## src/rtl/bkpt_pkg.sv

```systemverilog
package bkpt_pkg;

    localparam int unsigned DATA_W = 32;

    // Control bits that hold state; all others are reserved.
    localparam logic [DATA_W-1:0] CTRL_WMASK = 32'h007F_C1E1;

    typedef enum logic [1:0] {
        MODE_ADDR = 2'b00,
        MODE_CTX  = 2'b01,
        MODE_MISS = 2'b10,
        MODE_RSVD = 2'b11
    } bp_mode_e;

    typedef struct packed {
        logic     en;
        bp_mode_e mode;
        logic     link;
        logic [3:0] lnk;
        logic [1:0] world;
        logic [3:0] bas;
    } bp_ctrl_t;

    typedef struct packed {
        logic     en;
        bp_mode_e mode;
        logic     link;
        logic [3:0] lnk;
        logic     addr_ok;
        logic     ctx_ok;
        logic     world_ok;
        logic     bas_full;
    } bp_local_t;

    function automatic bp_ctrl_t unpack_ctrl(input logic [DATA_W-1:0] w, input logic ctx_cap);
        bp_ctrl_t c;
        c.en    = w[0];
        c.mode  = bp_mode_e'({w[22], w[21] & ctx_cap});
        c.link  = w[20];
        c.lnk   = w[19:16];
        c.world = w[15:14];
        c.bas   = w[8:5];
        return c;
    endfunction

    function automatic logic [DATA_W-1:0] pack_ctrl(input bp_ctrl_t c);
        return {9'b0, c.mode, c.link, c.lnk, c.world, 5'b0, c.bas, 4'b0, c.en};
    endfunction

endpackage

```

## src/rtl/bkpt_regbank.sv

```systemverilog
module bkpt_regbank
    import bkpt_pkg::*;
#(
    parameter int unsigned      NPAIR       = 4,
    parameter logic [NPAIR-1:0] CTX_CAPABLE = {NPAIR{1'b1}}
) (
    input  logic                       clk,
    input  logic                       rst_n,
    input  logic                       bus_wen,
    input  logic [$clog2(NPAIR):0]     bus_addr,
    input  logic [DATA_W-1:0]          bus_wdata,
    output logic [DATA_W-1:0]          bus_rdata,
    output logic [NPAIR-1:0][DATA_W-1:0] val_o,
    output bp_ctrl_t [NPAIR-1:0]       ctl_o
);

    localparam int unsigned IDX_W = $clog2(NPAIR);

    typedef struct packed {
        logic [NPAIR-1:0][DATA_W-1:0] val;
        bp_ctrl_t [NPAIR-1:0]         ctl;
    } bank_t;

    bank_t bank_d, bank_q;

    logic [IDX_W-1:0] idx;
    logic             sel;
    logic             in_range;

    assign idx      = bus_addr[IDX_W:1];
    assign sel      = bus_addr[0];
    assign in_range = int'(idx) < int'(NPAIR);

    always_comb begin
        bank_d = bank_q;
        if (bus_wen && in_range) begin
            if (sel) begin
                bank_d.ctl[idx] = unpack_ctrl(bus_wdata, CTX_CAPABLE[idx]);
            end else begin
                bank_d.val[idx] = bus_wdata;
            end
        end
    end

    always_ff @(posedge clk or negedge rst_n) begin
        if (!rst_n) begin
            bank_q <= '0;
        end else begin
            bank_q <= bank_d;
        end
    end

    always_comb begin
        bus_rdata = '0;
        if (in_range) begin
            bus_rdata = sel ? pack_ctrl(bank_q.ctl[idx]) : bank_q.val[idx];
        end
    end

    assign val_o = bank_q.val;
    assign ctl_o = bank_q.ctl;

endmodule

```

## src/rtl/bkpt_pair_cmp.sv

```systemverilog
module bkpt_pair_cmp
    import bkpt_pkg::*;
(
    input  logic [DATA_W-1:0] value_i,
    input  bp_ctrl_t          ctrl_i,
    input  logic [31:1]       fetch_addr,
    input  logic [DATA_W-1:0] fetch_ctx,
    input  logic              fetch_secure,
    input  logic              fetch_big_endian,
    input  logic              fetch_half,
    output bp_local_t         local_o
);

    logic [3:0] lanes;
    logic       word_eq;
    logic       lane_hit;

    always_comb begin
        if (!fetch_half) begin
            lanes = 4'b1111;
        end else if (fetch_addr[1] ^ fetch_big_endian) begin
            lanes = 4'b1100;
        end else begin
            lanes = 4'b0011;
        end
        word_eq  = (value_i[31:2] == fetch_addr[31:2]);
        lane_hit = |(ctrl_i.bas & lanes);

        local_o.en       = ctrl_i.en;
        local_o.mode     = ctrl_i.mode;
        local_o.link     = ctrl_i.link;
        local_o.lnk      = ctrl_i.lnk;
        local_o.ctx_ok   = (value_i == fetch_ctx);
        local_o.bas_full = (ctrl_i.bas == 4'b1111);

        unique case (ctrl_i.mode)
            MODE_ADDR: local_o.addr_ok = word_eq && lane_hit;
            MODE_MISS: local_o.addr_ok = (ctrl_i.bas != 4'b0000) && !(word_eq && lane_hit);
            default:   local_o.addr_ok = 1'b0;
        endcase

        unique case (ctrl_i.world)
            2'b00:   local_o.world_ok = 1'b1;
            2'b01:   local_o.world_ok = !fetch_secure;
            2'b10:   local_o.world_ok = fetch_secure;
            default: local_o.world_ok = 1'b0;
        endcase
    end

endmodule

```

## src/rtl/bkpt_link_resolve.sv

```systemverilog
module bkpt_link_resolve
    import bkpt_pkg::*;
#(
    parameter int unsigned NPAIR = 4
) (
    input  bp_local_t [NPAIR-1:0] loc_i,
    output logic [NPAIR-1:0]      fire_o
);

    for (genvar i = 0; i < NPAIR; i++) begin : g_pair
        logic partner_ok;
        logic is_addr;

        always_comb begin
            partner_ok = 1'b0;
            for (int j = 0; j < int'(NPAIR); j++) begin
                if (loc_i[i].lnk == 4'(j) && j != i) begin
                    partner_ok = loc_i[j].en && (loc_i[j].mode == MODE_CTX) && loc_i[j].ctx_ok;
                end
            end

            is_addr = (loc_i[i].mode == MODE_ADDR) || (loc_i[i].mode == MODE_MISS);

            if (!loc_i[i].en) begin
                fire_o[i] = 1'b0;
            end else if (loc_i[i].mode == MODE_CTX) begin
                fire_o[i] = !loc_i[i].link && loc_i[i].ctx_ok && loc_i[i].bas_full
                            && loc_i[i].world_ok;
            end else if (is_addr) begin
                fire_o[i] = loc_i[i].addr_ok && loc_i[i].world_ok
                            && (!loc_i[i].link || partner_ok);
            end else begin
                fire_o[i] = 1'b0;
            end
        end
    end

endmodule

```

## src/rtl/bkpt_matcher.sv

```systemverilog
module bkpt_matcher
    import bkpt_pkg::*;
#(
    parameter int unsigned      NPAIR       = 4,
    parameter logic [NPAIR-1:0] CTX_CAPABLE = 4'b1100
) (
    input  logic                   clk,
    input  logic                   rst_n,
    input  logic                   bus_wen,
    input  logic [$clog2(NPAIR):0] bus_addr,
    input  logic [DATA_W-1:0]      bus_wdata,
    output logic [DATA_W-1:0]      bus_rdata,
    input  logic                   fetch_valid,
    input  logic [31:1]            fetch_addr,
    input  logic [DATA_W-1:0]      fetch_ctx,
    input  logic                   fetch_secure,
    input  logic                   fetch_big_endian,
    input  logic                   fetch_half,
    output logic                   dbg_event,
    output logic [NPAIR-1:0]       dbg_hit
);

    logic [NPAIR-1:0][DATA_W-1:0] val_w;
    bp_ctrl_t [NPAIR-1:0]         ctrl_w;
    bp_local_t [NPAIR-1:0]        loc_w;
    logic [NPAIR-1:0]             fire_w;

    typedef struct packed {
        logic             ev;
        logic [NPAIR-1:0] hit;
    } out_t;

    out_t out_d, out_q;

    bkpt_regbank #(
        .NPAIR       (NPAIR),
        .CTX_CAPABLE (CTX_CAPABLE)
    ) u_bank (
        .clk       (clk),
        .rst_n     (rst_n),
        .bus_wen   (bus_wen),
        .bus_addr  (bus_addr),
        .bus_wdata (bus_wdata),
        .bus_rdata (bus_rdata),
        .val_o     (val_w),
        .ctl_o     (ctrl_w)
    );

    for (genvar g = 0; g < NPAIR; g++) begin : g_cmp
        bkpt_pair_cmp u_cmp (
            .value_i          (val_w[g]),
            .ctrl_i           (ctrl_w[g]),
            .fetch_addr       (fetch_addr),
            .fetch_ctx        (fetch_ctx),
            .fetch_secure     (fetch_secure),
            .fetch_big_endian (fetch_big_endian),
            .fetch_half       (fetch_half),
            .local_o          (loc_w[g])
        );
    end

    bkpt_link_resolve #(
        .NPAIR (NPAIR)
    ) u_link (
        .loc_i  (loc_w),
        .fire_o (fire_w)
    );

    always_comb begin
        out_d.hit = fetch_valid ? fire_w : '0;
        out_d.ev  = fetch_valid && (|fire_w);
    end

    always_ff @(posedge clk or negedge rst_n) begin
        if (!rst_n) begin
            out_q <= '0;
        end else begin
            out_q <= out_d;
        end
    end

    assign dbg_event = out_q.ev;
    assign dbg_hit   = out_q.hit;

endmodule

```

## config.mk

```make
export PLATFORM = sky130hd
export DESIGN_NAME = bkpt_matcher
export DESIGN_NICKNAME = d
export VERILOG_FILES = /design/src/rtl/bkpt_pkg.sv /design/src/rtl/bkpt_regbank.sv /design/src/rtl/bkpt_pair_cmp.sv /design/src/rtl/bkpt_link_resolve.sv /design/src/rtl/bkpt_matcher.sv
export SDC_FILE = /design/constraint.sdc
export NUM_CORES = 1
export LEC_CHECK = 0
export BUFFER_PORTS_ARGS = -buffer_cell sky130_fd_sc_hd__clkbuf_2
export CELL_PAD_IN_SITES_DETAIL_PLACEMENT = 0
export CELL_PAD_IN_SITES_GLOBAL_PLACEMENT = 2
export CORE_MARGIN = 3
export CORE_UTILIZATION = 44
export CTS_CLUSTER_DIAMETER = 50
export DETAILED_ROUTE_END_ITERATION = 16
export PLACE_DENSITY = 0.85
export SLEW_MARGIN = 20
export SYNTH_ARGS = -nofsm -noshare
export SYNTH_HDL_FRONTEND = slang
export SYNTH_SLANG_ARGS = --single-unit
```

## constraint.sdc

```tcl
create_clock -name clk -period 6.9 [get_ports clk]
set_input_delay 0.69 -clock clk [delete_from_list [all_inputs] [get_ports clk]]
set_output_delay 0.69 -clock clk [all_outputs]
set_load 0.02 [all_outputs]
```

==> run summary <==
status: complete, no violations
setup_tns: 0 ns
flop-to-flop setup slack: 3.55 ns
Hold Crit Class: in2async
Synth Net Count: 1026
CP Buf/Inv Count: 3
ranking of synthesized cells by area: dfrtp_1 41%, xor2_1 16%, mux2_2 13%, mux4_2 8.9%, mux2_1 6.1%
CP required: 6.21 ns
largest net degree at the start of global routing: 67
gr ovfl total: 0
CP peak stage delay: 0.67 ns
TritonRoute pass-1 iters: 4
placed cells: 1367
PortBufs: 141
RSZ-0062 raised after global routing: no
count of state elements after synthesis: 189
DIE HEIGHT: 168 um
first-pass GRT wire length: 59200 um
worst skew pair latency: 0.44 ns
CTS Hold Bufs: 0
synth unique cells: 46
Routed WL: 40300 um
initial core utilization: 45.5%
post-synthesis cell area: 11600 um2
fraction of layout cells with a size suffix above 1: 34.8%
full die area: 28400 um2
vias in the first global route: 8744
Clk pin slew, worst setup/hold paths: 0.07 ns
Worst-Margin Slew: 1.10 ns
io pins: 142
RePlAce Congestion: 1.04
DP HPWL: 30600 um
final setup violating endpoints: 0
Setup Skew: 0.00882 ns
Worst path most repeated cell: buf_4
ys flop type: dfrtp_1
pwr dens: 295 nW/um2
clock period minus worst slack: 3.56 ns
DR WL/cell: 28.8 um
Worst VDD drop: 0.159 mV
Max Root-Sink Buffers: 2
DRT iter0 DRCs: 755
fmax: 281 MHz
Total GRT Usage: 28.7%
share of flip-flops with an asynchronous set or reset: 100%
initial antenna violation count: 1
commonest non-fill, non-tap cell in the layout: xor2_1
capturing point of the worst reg2reg path: dbg_event
crit-path max FO: 33
Crit-path slowest cell: buf_4
H-Tree Depth: 4
Reg2Reg Launch Point: u_bank.val_o[126]
DR vias: 8533
metal2 WL: 18200 um
Top delay family on crit path: buffers and inverters
clock root buffer: clkbuf_16
most frequent cells in the layout: 215 x xor2_1, 189 x dfrtp_1, 139 x clkbuf_2
Reg2Reg Depth: 8
leakage power: 5.66 nW
clock sink count: 189
CTS tree: built
fin nets: 1161
post_cts resized: 0
die width: 168 um
WP data arrival: 2.87 ns
final hold violation count: 0
largest area contributor in the netlist: dfrtp_1
top cell type's share of synthesized area: 40.7%
met3 wire length: 3320 um
DR DRC count: 0
Post-synth EDFFs: 0
row cnt: 58
CP Cell Sequence: buf_4, buf_4, mux4_2, mux2_2, clkbuf_2
Post-DP Area: 12700 um2
Top Layer Used: met4
Final ANT Viol Nets: 0
Final Cell Area: 13300 um2
TritonCTS buffer count: 17
fin crit share: 51.6%
length of routed wiring on met1: 17600 um
syn avg cell area: 12.6 um2
Post-CTS Setup Bufs: 0
Worst setup SP type: primary input
max cap viols: 0
Final Slew Violations: 0
Core Area: 25500 um2
Finished Layout Cells: 1400
Post-Syn Instances: 921
Slew HR: 26.3%
sequential area share after synthesis: 40.7%
DR vias/cell: 6.10
Syn. warnings: 0
synthesis-to-finish area growth: 14.9%
WS Path Type: in2out
Critical Path Sink Type: output pin
-- metrics by stage --
stage | hold slack (ns) | worst slack, ns | utilization, % | total power, mW
3_5_place_dp | 0.505 | 3.15 | 49.7 | 2.85
2_1_floorplan | 0.394 | 3.85 | - | 2.33
3_3_place_gp | 0.504 | 3.21 | 49.7 | 2.84
5_1_grt | 0.234 | 3.19 | 52.2 | 4.09
4_1_cts | 0.236 | 3.28 | 52.2 | 3.92
6_report | 0.208 | 3.34 | 52.2 | 3.93
-- how the worst max path moves through the flow --
stage / startpoint / cells after the start / to
2_1_floorplan: fetch_ctx[19] / 9 / dbg_event
3_3_place_gp: bus_addr[1] / 5 / u_bank.val_o[36]
3_5_place_dp: bus_addr[1] / 5 / u_bank.val_o[36]
4_1_cts: bus_addr[1] / 5 / bus_rdata[20]
5_1_grt: bus_addr[1] / 5 / bus_rdata[20]
6_report: bus_addr[1] / 5 / bus_rdata[20]
-- metal layers --
metal / GRT usage [%] / vias up
met2: 43.9 / 374
met4: 9.25 / 0
met3: 6.93 / 67
met1: 40.3 / 4432
met5: 0 / -
li1: - / 3660
-- cells by family after synthesis --
logic type,synth area share (%)
buffers and inverters,1.29
AND/OR/NAND/NOR,8.61
multiplexers,28.7
AO/OA/AOI/OAI,1.84
flip-flops,40.7
XOR/XNOR,18.8
-- registers in the layout, summed over array words and instances, names as in the netlist --
register and flops:
dbg_event 1, dbg_hit 4, u_bank.ctl_o 56, u_bank.val_o 128
-- power breakdown --
part	internal, mW	switching (mW)	total [mW]
Combinational	0.557	0.606	1.16
Clock	0.585	0.482	1.07
Sequential	1.34	0.353	1.70
-- final cells by class --
| class | count | area (um2) |
|---|---|---|
| multi-input combinational | 694 | 6760 |
| timing repair buffer | 151 | 792 |
| fill | 2294 | 12200 |
| sequential | 189 | 4730 |
| tap | 330 | 413 |
| clock inverter | 15 | 205 |
| clock buffer | 17 | 425 |
| inverter | 3 | 11.3 |
| antenna | 1 | 2.50 |
-- cells in the mapped netlist (all sizes together) (3+ instances only) --
master and instances:
a21oi 4, mux2 199, mux2i 6, nor3b 4, nand4 17, nand3 12
inv 3, o21ai 4, and2 4, nor2 14, xor2 215, nor3 8
mux4 46, clkbuf 26, o311ai 4, or3 3, o41ai 4, a2111oi 3
dfrtp 189, xnor2 34, nor2b 20, nand2 11, nor4 59, buf 9
or4 3, nand4b 6
No activity file was read; power rests on OpenSTA's default activity.
